## src/rtl/lrad_pkg.sv

```systemverilog
// Package: shared constants and route classes for the legacy region decoder.
// Assumes addresses are at least 25 bits wide so the 16 MB boundary is representable.
package lrad_pkg;

    typedef enum logic [1:0] {
        CLS_DRAM = 2'd0,
        CLS_BUS  = 2'd1,
        CLS_ATTR = 2'd2
    } route_cls_e;

    localparam logic [31:0] LOW_HOLE_BASE  = 32'h0008_0000;
    localparam logic [31:0] VIDEO_BASE     = 32'h000A_0000;
    localparam logic [31:0] EXT_BASE       = 32'h000C_0000;
    localparam logic [31:0] FW_BASE        = 32'h000F_0000;
    localparam logic [31:0] ONE_MEG        = 32'h0010_0000;
    localparam logic [31:0] HIGH_HOLE_BASE = 32'h00F0_0000;
    localparam logic [31:0] SIXTEEN_MEG    = 32'h0100_0000;

    localparam logic [1:0] HOLE_LOW_MODE  = 2'b01;
    localparam logic [1:0] HOLE_HIGH_MODE = 2'b10;

    localparam logic [7:0] FW_BYTE_MASK  = 8'h30;
    localparam logic [7:0] EXT_BYTE_MASK = 8'h33;

endpackage

```

## src/rtl/lrad_attr_regs.sv

```systemverilog
// Module: attribute byte bank.
// Holds NUM_BYTES bytes. Only the two 2-bit field positions are writable,
// and byte 0 has only its upper field. Exposes every field as a flat vector
// and gives combinational read-back at the presented index.
// Assumes cfg_idx is known whenever wr_en is high.
module lrad_attr_regs #(
    parameter int NUM_BYTES  = 7,
    parameter int IDX_W      = 3,
    parameter int NUM_FIELDS = 2 * NUM_BYTES
) (
    input  logic                    clk,
    input  logic                    rst_n,
    input  logic                    wr_en,
    input  logic [IDX_W-1:0]        idx,
    input  logic [7:0]              wdata,
    output logic [7:0]              rdata,
    output logic [2*NUM_FIELDS-1:0] fields
);
    import lrad_pkg::*;

    logic [7:0] regs_q [NUM_BYTES];

    for (genvar b = 0; b < NUM_BYTES; b++) begin : g_byte
        localparam logic [7:0] MASK = (b == 0) ? FW_BYTE_MASK : EXT_BYTE_MASK;

        // Purpose: load the masked write data, clear on reset.
        always_ff @(posedge clk) begin
            if (!rst_n)
                regs_q[b] <= 8'h00;
            else if (wr_en && idx == IDX_W'(b))
                regs_q[b] <= wdata & MASK;
        end

        assign fields[4*b +: 2]     = regs_q[b][1:0];
        assign fields[4*b + 2 +: 2] = regs_q[b][5:4];

        AST_WRITE_LANDS: assert property (@(posedge clk) disable iff (!rst_n)
            (wr_en && idx == IDX_W'(b)) |=> (regs_q[b] == ($past(wdata) & MASK)));

        AST_BYTE_HOLDS: assert property (@(posedge clk) disable iff (!rst_n)
            !(wr_en && idx == IDX_W'(b)) |=> $stable(regs_q[b]));
    end

    // Purpose: return the addressed byte, zero for indices past the bank.
    always_comb begin
        rdata = 8'h00;
        for (int b = 0; b < NUM_BYTES; b++) begin
            if (idx == IDX_W'(b))
                rdata = regs_q[b];
        end
    end

endmodule

```

## src/rtl/lrad_classify.sv

```systemverilog
// Module: address classifier.
// Sorts an address into plain DRAM, forced bus, or an attribute-controlled
// segment, and gives the field number of that segment. Field numbering:
// firmware area = 1, expansion segment k = k + 2, field 0 is unused.
// Assumes ADDR_W >= 25 and SEG_SHIFT gives 16 KB segments.
module lrad_classify #(
    parameter int ADDR_W    = 32,
    parameter int SEG_SHIFT = 14,
    parameter int FLD_W     = 4
) (
    input  logic [ADDR_W-1:0]   addr,
    input  logic [1:0]          hole_mode,
    output lrad_pkg::route_cls_e cls,
    output logic [FLD_W-1:0]    fld_idx,
    output logic                hole_hit
);
    import lrad_pkg::*;

    logic in_low_hole, in_high_hole;
    logic [ADDR_W-1:0] ext_off;

    assign in_low_hole  = (addr >= ADDR_W'(LOW_HOLE_BASE))  && (addr < ADDR_W'(VIDEO_BASE));
    assign in_high_hole = (addr >= ADDR_W'(HIGH_HOLE_BASE)) && (addr < ADDR_W'(SIXTEEN_MEG));
    assign ext_off      = addr - ADDR_W'(EXT_BASE);

    // Purpose: detect an access that falls in the currently enabled hole.
    always_comb begin
        hole_hit = 1'b0;
        if (hole_mode == HOLE_LOW_MODE)
            hole_hit = in_low_hole;
        else if (hole_mode == HOLE_HIGH_MODE)
            hole_hit = in_high_hole;
    end

    // Purpose: choose the route class and the controlling field.
    always_comb begin
        cls     = CLS_DRAM;
        fld_idx = '0;
        if (hole_hit) begin
            cls = CLS_BUS;
        end else if (addr < ADDR_W'(VIDEO_BASE)) begin
            cls = CLS_DRAM;
        end else if (addr < ADDR_W'(EXT_BASE)) begin
            cls = CLS_BUS;
        end else if (addr < ADDR_W'(FW_BASE)) begin
            cls     = CLS_ATTR;
            fld_idx = FLD_W'(ext_off >> SEG_SHIFT) + FLD_W'(2);
        end else if (addr < ADDR_W'(ONE_MEG)) begin
            cls     = CLS_ATTR;
            fld_idx = FLD_W'(1);
        end else begin
            cls = CLS_DRAM;
        end
    end

endmodule

```

## src/rtl/lrad_route_pick.sv

```systemverilog
// Module: field select and direction decode.
// Picks the controlling attribute field and turns it, with the access
// direction, into a DRAM-or-bus decision.
// Assumes fld_idx is meaningful only when cls is CLS_ATTR.
module lrad_route_pick #(
    parameter int NUM_FIELDS = 14,
    parameter int FLD_W      = 4
) (
    input  lrad_pkg::route_cls_e    cls,
    input  logic [FLD_W-1:0]        fld_idx,
    input  logic                    is_write,
    input  logic [2*NUM_FIELDS-1:0] fields,
    output logic [1:0]              field,
    output logic                    to_dram
);
    import lrad_pkg::*;

    // Purpose: select the addressed 2-bit field, zero when out of range.
    always_comb begin
        field = 2'b00;
        for (int f = 0; f < NUM_FIELDS; f++) begin
            if (fld_idx == FLD_W'(f))
                field = fields[2*f +: 2];
        end
    end

    // Purpose: apply class and direction to reach the final route.
    always_comb begin
        case (cls)
            CLS_DRAM: to_dram = 1'b1;
            CLS_ATTR: to_dram = is_write ? field[1] : field[0];
            default:  to_dram = 1'b0;
        endcase
    end

endmodule

```

## src/rtl/lrad_top.sv

```systemverilog
// Module: legacy region attribute decoder, top level.
// Classifies each request, looks up its attribute field, and registers
// a one-hot DRAM/bus response one cycle later.
// Assumes requests and configuration inputs change away from the clock edge.
module lrad_top #(
    parameter int ADDR_W    = 32,
    parameter int NUM_BYTES = 7,
    parameter int SEG_SHIFT = 14,
    localparam int IDX_W      = $clog2(NUM_BYTES + 1),
    localparam int NUM_FIELDS = 2 * NUM_BYTES,
    localparam int FLD_W      = $clog2(NUM_FIELDS)
) (
    input  logic              clk,
    input  logic              rst_n,
    input  logic              cfg_wr_en,
    input  logic [IDX_W-1:0]  cfg_idx,
    input  logic [7:0]        cfg_wdata,
    output logic [7:0]        cfg_rdata,
    input  logic [1:0]        hole_mode,
    input  logic              req_valid,
    input  logic              req_write,
    input  logic [ADDR_W-1:0] req_addr,
    output logic              rsp_valid,
    output logic              rsp_dram,
    output logic              rsp_bus
);
    import lrad_pkg::*;

    logic [2*NUM_FIELDS-1:0] fields;
    route_cls_e              cls;
    logic [FLD_W-1:0]        fld_idx;
    logic                    hole_hit;
    logic [1:0]              field;
    logic                    to_dram;

    lrad_attr_regs #(
        .NUM_BYTES (NUM_BYTES),
        .IDX_W     (IDX_W),
        .NUM_FIELDS(NUM_FIELDS)
    ) regs_i (
        .clk   (clk),
        .rst_n (rst_n),
        .wr_en (cfg_wr_en),
        .idx   (cfg_idx),
        .wdata (cfg_wdata),
        .rdata (cfg_rdata),
        .fields(fields)
    );

    lrad_classify #(
        .ADDR_W   (ADDR_W),
        .SEG_SHIFT(SEG_SHIFT),
        .FLD_W    (FLD_W)
    ) classify_i (
        .addr     (req_addr),
        .hole_mode(hole_mode),
        .cls      (cls),
        .fld_idx  (fld_idx),
        .hole_hit (hole_hit)
    );

    lrad_route_pick #(
        .NUM_FIELDS(NUM_FIELDS),
        .FLD_W     (FLD_W)
    ) pick_i (
        .cls     (cls),
        .fld_idx (fld_idx),
        .is_write(req_write),
        .fields  (fields),
        .field   (field),
        .to_dram (to_dram)
    );

    // Purpose: register the response one cycle after the request.
    always_ff @(posedge clk) begin
        if (!rst_n) begin
            rsp_valid <= 1'b0;
            rsp_dram  <= 1'b0;
            rsp_bus   <= 1'b0;
        end else begin
            rsp_valid <= req_valid;
            rsp_dram  <= req_valid && to_dram;
            rsp_bus   <= req_valid && !to_dram;
        end
    end

    AST_RESET_QUIET: assert property (@(posedge clk)
        !rst_n |=> !rsp_valid && !rsp_dram && !rsp_bus);

    AST_ONE_ROUTE: assert property (@(posedge clk) disable iff (!rst_n)
        rsp_valid |-> ($countones({rsp_dram, rsp_bus}) == 1));

    AST_IDLE_LOW: assert property (@(posedge clk) disable iff (!rst_n)
        !req_valid |=> !rsp_valid && !rsp_dram && !rsp_bus);

    AST_HOLE_TO_BUS: assert property (@(posedge clk) disable iff (!rst_n)
        (req_valid && hole_hit) |=> rsp_bus);

    AST_PLAIN_DRAM: assert property (@(posedge clk) disable iff (!rst_n)
        (req_valid && cls == CLS_DRAM) |=> rsp_dram);

    AST_FIELD_OFF_BUS: assert property (@(posedge clk) disable iff (!rst_n)
        (req_valid && cls == CLS_ATTR && field == 2'b00) |=> rsp_bus);

    AST_FIELD_ON_DRAM: assert property (@(posedge clk) disable iff (!rst_n)
        (req_valid && cls == CLS_ATTR && field == 2'b11) |=> rsp_dram);

endmodule

```

## config.mk

```make
export PLATFORM = sky130hd
export DESIGN_NAME = lrad_top
export DESIGN_NICKNAME = d
export VERILOG_FILES = /design/src/rtl/lrad_pkg.sv /design/src/rtl/lrad_attr_regs.sv /design/src/rtl/lrad_classify.sv /design/src/rtl/lrad_route_pick.sv /design/src/rtl/lrad_top.sv
export SDC_FILE = /design/constraint.sdc
export NUM_CORES = 1
export LEC_CHECK = 0
export ABC_AREA = 0
export ABC_CLOCK_PERIOD_IN_PS = 6540
export BUFFER_PORTS_ARGS = -buffer_cell sky130_fd_sc_hd__buf_2
export CORE_MARGIN = 8
export CORE_UTILIZATION = 55
export DETAILED_ROUTE_END_ITERATION = 7
export PLACE_DENSITY = 0.85
export SKIP_LAST_GASP = 1
export SLEW_MARGIN = 15
export SYNTH_ARGS = -nofsm -noshare
export SYNTH_HDL_FRONTEND = slang
export SYNTH_HIERARCHICAL = 1
export SYNTH_SLANG_ARGS = --single-unit
```

## constraint.sdc

```tcl
create_clock -name clk -period 6.54 [get_ports clk]
set_clock_uncertainty 0.05 [all_clocks]
set_input_delay 1.308 -clock clk [delete_from_list [all_inputs] [get_ports clk]]
set_output_delay 1.308 -clock clk [all_outputs]
set_load 0.02 [all_outputs]
```

==> results.txt, run 1 <==
- Result of the run: finished clean
- Startpoint Class: input port
- The clock network is responsible for 32.0% of the overall power.
* Pwr Density: 182 mW/mm2
- For this design, the CTS-stage hold fixing added 0 buffers.
- The max-slew violation total from the final report is 0.
- Traced cell by cell, the critical path runs through buf_2, mux2_2, a221oi_1, a31oi_1, buf_2.
- Counting stages on the worst path, the most repeated cell is sky130_fd_sc_hd__buf_2.
- Summed over all nets, the half-perimeter wirelength after detailed placement is ~3600 um.
- Post-CTS Setup Inserts: 0
- Number of H-tree levels: 2
* Switching share of power: 26.0%
- Counting cells, the worst reg-to-reg path comes to 6.
- Inserted Clock Buffers: 5
- Maximum clock rate: 0.243 GHz
- By startpoint and endpoint, the worst setup path is classified as input port to primary output.
- Total Routing Usage GR: 15.0%
* Remaining DRCs: 0
- WL/cell: 16.5 um
- The tree is rooted in a sky130_fd_sc_hd__clkbuf_8.
* Total of buffers placed on input and output ports: 38
- Wires add up to 4600 um.
- Setup repair after global routing left no endpoint under its margin.
- Cell Area, Placed: 0.00226 mm2
- Via/cell ratio: ~5.6
- Height of the chip: 77.6 um
- The worst setup path is captured at a primary output.
- On the critical path the largest part of the delay comes from buffers and inverters.
* Post-Synthesis Mean Instance Area: between 10 and 15 um2
* Max rail drop VDD: approximately 0.17 mV
- The worst pin sits at a relative slew slack of between 40% and 50%.
* Synthesized cell area: 0.00209 mm2
- Diode insertion count for antenna repair: 0
* Global placer's final weighted congestion: around 0.8
- Worst min path class: register to register
* Number of clock sinks seen by CTS: 29
- Clock transition time at the flip-flop clock pins of the worst setup and hold paths: roughly 0.06 ns
- Drt pass-1 iters: 4
- For the pin with the worst max-slew slack, the measured transition is 0.829 ns.
* Synthesized instance count: 191
* Count of endpoints failing hold in the final timing report: 0
- Post-Layout Inst Area: 0.00234 mm2
- The via count of the first global-routing pass was 1620.
* Static power due to leakage: 0.000900 uW
* Initial Util: 57.1%
- For the worst-skew pair, the clock arrives at the later sink with an insertion delay of 0.28 ns.
- The startpoint identified for the worst register-to-register timing path is regs_i/regs_q[2][1].
* Number of buffers between clock root and the deepest sink: 2
* Termination of the worst setup path: cfg_rdata[1]
* DRT antenna net count: 0
- Entering global routing, the biggest net connects 23 pins.
* Crit path buffers/inverters: 2
- In the final design database the tool counted 281 nets.
* Iteration-0 DRC count of the detailed router: about 110
- Req. time, crit path: 5.18 ns
- The first global-routing pass estimated 7430 um of wire.
* Endpoint of the most critical register-to-register path: rsp_bus
* Final-layout setup total negative slack: 0 ns
* Worst reg-to-reg setup slack: 4.59 ns
- Ratio of final minimum period to clock period: between 60% and 70%
* Combinational fraction of design power: ~16%
- TritonCTS clock tree: yes
- The largest single stage delay on the critical path is 0.41 ns.
* Arrival time worst endpoint: 2.76 ns
- Detailed-route via count: 1547
- The number of antenna violations at the first check in global routing came to 0.
- Crit path from: cfg_idx[1]
- Setup violations remaining at the end of the flow were counted as 0.
- The post-route netlist has 30.0% of its cells at a drive strength greater than 1.
* Number of core rows: 22
- Synthesis Warnings: 6
- The floorplan step defined a die boundary enclosing 0.00603 mm2.
- CP Max Fanout: 22
- Sequential share of power: a little over half
* Slowest CP cell: sky130_fd_sc_hd__buf_2
* Net Switching: 111 uW
- Counting I/O delays and the setup requirement, the final critical path takes roughly 4.1 ns.
- Internal power of the cells: 315 uW
* Overall overflow remaining after global route: 0
- Area inside the core boundary: between 0.003 and 0.004 mm2
* Critical path depth: 5
- During I/O placement, the number of pins put on the boundary was 61.
* Fill cell instance count of the final layout: roughly 300
- Gates resized during post-CTS repair numbered 0.
- Across the run, the number of max-cap violations was 0.
* Horizontal extent of the die: ~78 um
- Growth of design area from synthesis to finish: 11.9%
==> final cells by class <==
| cell class | instances | area (um2) | share of cell area [%] |
|---|---|---|---|
| Clock buffer | 6 | 72.6 | 3.10 |
| Clock inverter | 2 | 10.0 | 0.428 |
| Timing Repair Buffer | 39 | 198 | 8.45 |
| Multi-Input combinational cell | 148 | 1130 | 48.5 |
| Sequential cell | 29 | 841 | 36.0 |
| Tap cell | 48 | 60.1 | 2.57 |
| Inverter | 6 | 22.5 | 0.963 |
==> state kept, by name, summed over array words and instances (netlist names) <==
signal and flops:
regs_i/regs_q 26, rsp_bus 1, rsp_dram 1, rsp_valid 1
==> placed cells by master (no fill, tap or decap), types with 2 or more instances in the layout <==
master                     count
sky130_fd_sc_hd__buf_2        38
sky130_fd_sc_hd__and2_1       26
sky130_fd_sc_hd__edfxtp_1     26
sky130_fd_sc_hd__nand2_1      11
sky130_fd_sc_hd__nand2b_1     10
sky130_fd_sc_hd__nor2_1        9
sky130_fd_sc_hd__mux2i_1       9
sky130_fd_sc_hd__o21ai_0       7
sky130_fd_sc_hd__inv_1         6
sky130_fd_sc_hd__a21oi_1       6
sky130_fd_sc_hd__conb_1        6
sky130_fd_sc_hd__nor3_2        5
sky130_fd_sc_hd__clkbuf_8      5
sky130_fd_sc_hd__mux2_1        5
sky130_fd_sc_hd__nor2b_1       4
sky130_fd_sc_hd__a221oi_2      4
sky130_fd_sc_hd__nor4_4        3
sky130_fd_sc_hd__o22ai_1       3
sky130_fd_sc_hd__dfxtp_1       3
sky130_fd_sc_hd__and3b_1       2
sky130_fd_sc_hd__nand3_1       2
sky130_fd_sc_hd__ha_1          2
sky130_fd_sc_hd__clkinv_2      2
sky130_fd_sc_hd__nor3_1        2
sky130_fd_sc_hd__or2_0         2
sky130_fd_sc_hd__mux2_2        2
sky130_fd_sc_hd__a31oi_1       2
sky130_fd_sc_hd__o31ai_1       2
sky130_fd_sc_hd__nor4b_1       2
==> how the worst min path moves through the flow <==
stage | end | cells after the start | from
after floorplan | rsp_dram | 6 | regs_i/regs_q[0][2]
after global placement | rsp_dram | 4 | regs_i/regs_q[3][2]
after detailed placement | rsp_dram | 4 | regs_i/regs_q[3][2]
after CTS | rsp_dram | 4 | regs_i/regs_q[3][2]
after global routing | rsp_dram | 4 | regs_i/regs_q[3][2]
final | rsp_dram | 4 | regs_i/regs_q[3][2]
==> tightest hold or removal path, stage by stage (launching register included) <==
cell and delay (ns):
sky130_fd_sc_hd__edfxtp_1 0.42, sky130_fd_sc_hd__nor3_1 0.19, sky130_fd_sc_hd__a211o_2 0.14, sky130_fd_sc_hd__a221oi_2 0.06, sky130_fd_sc_hd__and3_1 0.14
==> power groups by stage <==
stage	Combinational (uW)	Clock, uW	Sequential [uW]
global placement	65.9	0	225
finish	67.9	136	221
floorplan	43.7	0	222
global route	73.8	147	223
CTS	67.9	139	221
detailed placement	67.6	0	225
==> per-stage QoR <==
stage	hold WS (ns)	setup WS, ns	total power, uW	utilization (%)	std cells
floorplan	0.848	2.99	266	-	196
global placement	0.948	2.31	291	61.6	270
detailed placement	0.951	2.27	293	61.6	270
CTS	0.948	2.44	429	63.9	278
global route	0.989	2.38	444	63.9	278
finish	0.941	2.42	425	63.9	278
==> per-layer routing <==
layer | global-route usage (%) | wire length [um] | vias to the layer above
li1 | - | - | 762
met1 | 16.5 | 1930 | 725
met2 | 26.4 | 2340 | 51
met3 | 4.49 | 214 | 9
met4 | 6.04 | 114 | 0
met5 | 0 | 0 | -
Power figures use the tool's default switching activity.
==> run 2, diff against run 1 <==
ABC_CLOCK_PERIOD_IN_PS = 4000   (was 6540)
CORE_UTILIZATION = 52   (was 55)
PLACE_DENSITY = 0.81   (was 0.85)
clock period = 4 ns   (was 6.54 ns; I/O delays follow)
==> run 2 against run 1 <==
Compared with the run above: wire length rose by 1.1%; critical path depth rose by 5; worst hold slack got worse by 0.23 ns; sequential power rose by 64%; combinational power rose by 63%; global-route usage rose by 0.086 points; total power rose by 71%; register-to-register slack got worse by 2.5 ns; clock power rose by 87%; first-iteration DRC count fell by 0.93%; core utilization fell by 3.6 points; design area rose by 1.6%.
==> results.txt, run 2 (synthesis gave the netlist of run 1 again) <==
* Total of buffers placed on input and output ports: 38
- The pre-antenna-repair detailed-routing pass consisted of 4 iterations.
- Ratio of final minimum period to clock period: between 80% and 90%
* TritonCTS clock tree: yes
* WL/cell: 16.5 um
* Hold Buf Count CTS: 0
* Number of antenna violations at the first check in global routing: 0
* Number of H-tree levels: 2
* Crit path kind: input port to register
- Overall Power: slightly above 700 uW
- For this run the aggregate overflow at the end of global routing stands at 0.
- The count of nets left with antenna violations once routing finished came out at 0.
- The routed layout has roughly 1600 vias.
- At the pin with the least slew margin, the transition time is about 0.61 ns.
- Slew Limit Fails: 0
* Post-CTS Setup Inserts: 0
- STA classifies the critical path startpoint as an input port.
- After the last flow step, the layout net total stands at 283.
- Most frequent standard cell in the layout excluding fill and tap cells: sky130_fd_sc_hd__buf_2
* Most used routing layer: met2
- Setup crit end kind: register
- Iteration-0 DRC count of the detailed router: 106
* Flip-flop count of the largest register after layout: 26
- Period minus WS final: 3.22 ns
* Inserted Clock Buffers: 5
- Register containing the most flip-flops in the final layout: regs_i/regs_q
- Met1 capacity usage during global routing: 16.1%
- Summed over all nets, the half-perimeter wirelength after detailed placement is 3800 um.
* Clock transition time at the flip-flop clock pins of the worst setup and hold paths: 0.06 ns
* Total of cells resized after clock tree synthesis: 0
- Diode insertion count for antenna repair: 0
* Count of endpoints failing hold in the final timing report: 0
* Global routing met2 resource utilization: around 27%
- Number of buffers between clock root and the deepest sink: 2
* Setup repair after global routing missed its margin: no
- Setup Viol. Count Final: 0
* Worst min path class: input port to register
* Static power due to leakage: just over 0.0009 uW
- Result of the run: finished clean
- Global placer's final weighted congestion: a little under 0.9
* Met3 track demand over resource in global routing: 1.80%
* Relative slew slack: 59.1%
- Initial Util: a little over half
- For the worst-skew pair, the clock arrives at the later sink with an insertion delay of 0.27 ns.
- From synthesis to final layout, the design area changed by 13.7%.
* Horizontal extent of the die: 79.4 um
* Total Routing Usage GR: 15.1%
- The first global-routing pass estimated roughly 7400 um of wire.
* Post-route worst hold slack: 0.708 ns
- Post-route non-filler standard cell count: roughly 280
- STA puts the critical path data arrival time at 3.34 ns.
* Height of the chip: 79.4 um
- For this run, the top clock speed supported by timing is a little over 0.3 GHz.
- Req. time, crit path: ~4 ns
* Share of cells above drive strength 1: 31.0%
* CP Max Fanout: 5
- Number of core rows: 23
- After detailed routing, the number of remaining DRC violations is 0.
* Max rail drop VDD: about 0.26 mV
- The die covers 0.00630 mm2.
- Area inside the core boundary: 0.00394 mm2
- In the layout the commonest cells are sky130_fd_sc_hd__buf_2, sky130_fd_sc_hd__and2_1, sky130_fd_sc_hd__edfxtp_1.
* Pin count of the biggest net entering global routing: 23
* Via/cell ratio: approximately 5.7
- Placed cell count: 274
- I/O pin count: 61
* Max-cap viol count: 0
* Core Util, Final: 60.2%
* Final-layout setup total negative slack: 0 ns
- CTS root buf: sky130_fd_sc_hd__clkbuf_8
- Drt total wl: 4650 um
* Number of clock sinks seen by CTS: 29
- Via count of the first global-routing pass: 1634
- Power spread over the standard cell area amounts to 306 mW/mm2.
run 2: cell types whose count changed in the layout (fill, tap and decap cells not counted):
cell	delta
sky130_fd_sc_hd__clkbuf_8	+2
sky130_fd_sc_hd__buf_4	+2
sky130_fd_sc_hd__clkinv_2	-1
sky130_fd_sc_hd__clkbuf_1	-1
run 2: cell type report:
| type | count | area (um2) |
|---|---|---|
| fill | 331 | 1570 |
| inverter | 6 | 22.5 |
| clock buffer | 7 | 96.3 |
| sequential | 29 | 841 |
| multi-input combinational | 148 | 1130 |
| tap | 50 | 62.6 |
| clock inverter | 1 | 5.00 |
| timing repair buffer | 41 | 213 |
run 2: stage by stage:
stage	setup slack [ns]	area, um2
final	0.776	2370
after CTS	0.766	2370
after detailed placement	0.471	2270
after global placement	0.537	2270
after floorplan	0.962	2110
after global routing	0.672	2370
run 2: path summary, 6_finish.rpt:
path	start	end	slack [ns]	cells past startpoint
max reg2reg	regs_i/regs_q[2][1]	rsp_bus	2.08	6
min	req_valid	rsp_valid	0.71	2
max	req_addr[26]	rsp_bus	0.78	10
min reg2reg	regs_i/regs_q[3][2]	rsp_dram	0.97	4
run 2: layer usage:
layer,up-vias,share of wire (%)
met2,67,55
met4,0,3.4
met3,12,5.0
li1,769,-
met5,-,0
met1,758,36
run 2: power by group:
group	switching, uW	leakage [uW]	internal [uW]
Clock	99.5	0.0000542	155
Combinational	66.0	0.000590	44.6
Sequential	12.3	0.000276	350
Total	178	0.000921	550
run 2: critical path, stage by stage:
cell and delay [ns]:
sky130_fd_sc_hd__buf_2 0.12, sky130_fd_sc_hd__nor4_4 0.35, sky130_fd_sc_hd__nand3_4 0.15, sky130_fd_sc_hd__nor3_2 0.40, sky130_fd_sc_hd__inv_1 0.19, sky130_fd_sc_hd__a211o_1 0.30
sky130_fd_sc_hd__a221o_1 0.34, sky130_fd_sc_hd__and4_4 0.17, sky130_fd_sc_hd__a221oi_2 0.30, sky130_fd_sc_hd__and3b_1 0.21
==> run 3, diff against run 2 <==
ABC_CLOCK_PERIOD_IN_PS = 3300   (was 4000)
clock period = 3.3 ns   (was 4 ns; I/O delays follow)
==> run 3 against run 2 <==
Compared with the run above: wire length fell by 0.54%; die area unchanged; worst hold slack worse by 0.14 ns; register-to-register slack lost 0.76 ns; core utilization is 0.22 points higher; critical path depth unchanged; sequential cell count unchanged; largest cell class unchanged.
==> results.txt, run 3 (synthesis gave the netlist of run 1 again) <==
- STA classifies the critical path startpoint as an input port.
* Overall overflow remaining after global route: 0
* Horizontal extent of the die: 79.4 um
- Measured against its own limit, the worst slew margin works out to approximately three fifths.
- Setup Viol. Count Final: 0
- Most frequent cells in the layout: sky130_fd_sc_hd__buf_2, sky130_fd_sc_hd__and2_1, sky130_fd_sc_hd__edfxtp_1
- Clock transition time at the flip-flop clock pins of the worst setup and hold paths: 0.06 ns
- The floorplan has 23 rows.
* Iteration-0 DRC count of the detailed router: 88
- Flip-flop count of the largest register after layout: 26
- The tool flagged a number of max-cap violations equal to 0.
- Entering global routing, the biggest net connects 23 pins.
- Detailed-route via count: 1588
- Drt pass-1 iters: 4
- The detail route stage leaves a number of antenna-violating nets equal to 0.
* Internal power of the cells: 624 uW
- Post-route worst hold slack: 0.569 ns
- Period minus WS final: about 3 ns
- regs_i/regs_q holds more flip-flops than any other register.
- Once the clock tree was built, the resizer swapped 0 gates to a different size.
* Total of buffers placed on input and output ports: 38
- TritonCTS clock tree: yes
- Count of endpoints failing hold in the final timing report: 0
* CTS root buf: sky130_fd_sc_hd__clkbuf_8
- I/O pin count: 61
* Via/cell ratio: around 5.6
* Number of H-tree levels: 2
- Number of buffers between clock root and the deepest sink: 2
- Combinational fraction of design power: 16.1%
* Final-layout setup total negative slack: 0 ns
* Setup repair after global routing missed its margin: no
- The max-slew violation total from the final report came to 0.
* First-pass GRT wire length: 7430 um
- Fill cell instance count of the final layout: 317
- The number of antenna violations at the first check in global routing was 0.
- In the final layout, flip-flops and latches occupy 841 um2.
* Via count of the first global-routing pass: 1611
* Total Routing Usage GR: 15.3%
* Result of the run: finished clean
* Inserted Clock Buffers: 5
- STA classifies the critical path endpoint as a register.
- Wires add up to between 4000 and 5000 um.
- In this run the power spent charging and discharging nets is 215 uW.
- Req. time, crit path: 3.41 ns
- The share of total power dissipated in the clock network is 31.7%.
- Leaving out fill and tap cells, the most frequent cell in the layout is sky130_fd_sc_hd__buf_2.
- Once layout is done, the placed cells without fillers occupy 0.00238 mm2.
- Sequential cells account for between 50% and 60% of the total power.
- Clock latency on the worst-skew pair, taken at its later pin, is 0.27 ns.
- Height of the chip: 79.4 um
- Diode insertion count for antenna repair: 0
- Summed over all cells, the static leakage comes to slightly above 0.0009 uW.
- For this design the ratio of total power to cell area is 352 mW/mm2.
- Number of nets at the end of the flow: 285
* Arrival time worst endpoint: 3.12 ns
- CP Max Fanout: 5
* Worst min path class: input port to register
* Worst Tran Pin Value: 0.598 ns
* Area inside the core boundary: 0.00394 mm2
- Crit path kind: input port to register
- Sum of net half-perimeters after detailed placement: 3720 um
- Maximum clock rate: 0.333 GHz
* Ratio of final minimum period to clock period: between 90 and 100%
* Growth of design area from synthesis to finish: 14.1%
* Post-CTS Setup Inserts: 0
* Area enclosed by the die boundary: between 0.006 and 0.007 mm2
- In the final layout, the share of cells above drive strength 1 is 31.2%.
* Cell Area, Placed: between 0.002 and 0.0025 mm2
- Hold repair after CTS inserted 0 buffers.
- Switching share of power: 25.6%
* Multi-input logic area: around 0.0011 mm2
- The initial utilization of the core area, before any placement, comes to 53.0%.
- The setup check on the worst reg-to-reg path leaves a slack of between 1 and 1.5 ns.
- Max rail drop VDD: 0.247 mV
- Number of clock sinks seen by CTS: 29
* Remaining DRCs: 0
- WL/cell: 16.3 um
* Global placer's final weighted congestion: 0.833
-- run 3: cell count changes in the layout (fill, tap and decap cells not counted), sizes merged --
| cell | change |
|---|---|
| buf | +2 |
| clkinv | +1 |
| clkbuf | -1 |
-- run 3: layout make-up --
class | instances | area share (%)
Clock buffer | 6 | 3.04
Inverter | 6 | 0.945
Clock inverter | 2 | 0.420
Tap cell | 50 | 2.62
Timing Repair Buffer | 43 | 10.1
Sequential cell | 29 | 35.3
Multi-Input combinational cell | 148 | 47.6
-- run 3: metrics by stage --
step	util, %	cells	setup WS, ns	total power (uW)
after floorplan	-	196	0.402	528
after global placement	58.4	276	0.0811	576
after detailed placement	58.4	276	0.0186	580
after CTS	60.5	284	0.303	846
after global routing	60.5	284	0.153	879
final	60.5	284	0.296	838
-- run 3: worst paths after layout --
| check | start | endpoint | cells after the start |
|---|---|---|---|
| worst min register to register | regs_i/regs_q[0][2] | rsp_dram | 6 |
| worst max-delay path | req_addr[26] | rsp_bus | 10 |
| worst min-delay path | req_valid | rsp_valid | 2 |
| worst max register to register | regs_i/regs_q[2][1] | rsp_bus | 6 |
-- run 3: power by group through the flow --
stage                     Clock, uW  Combinational (uW)  Sequential, uW
after detailed placement          0                 134             446
after CTS                       273                 134             438
after global placement            0                 131             445
after floorplan                   0                86.7             441
final                           265                 135             438
after global routing            292                 146             442
-- run 3: worst max-delay path: stages --
cell,delay (ns)
sky130_fd_sc_hd__buf_2,0.12
sky130_fd_sc_hd__nor4_4,0.37
sky130_fd_sc_hd__nand3_4,0.16
sky130_fd_sc_hd__nor3_2,0.33
sky130_fd_sc_hd__mux2i_1,0.13
sky130_fd_sc_hd__a211o_1,0.30
sky130_fd_sc_hd__a221o_1,0.34
sky130_fd_sc_hd__and4_4,0.17
sky130_fd_sc_hd__a221oi_2,0.33
sky130_fd_sc_hd__and3b_1,0.22
-- run 3: layer usage --
layer	vias to the layer above	routed length, um	global-route usage [%]
met5	-	0	0
met4	0	140	9.26
met3	10	203	2.03
met2	55	2460	27.4
met1	750	1810	16.8
li1	773	-	-
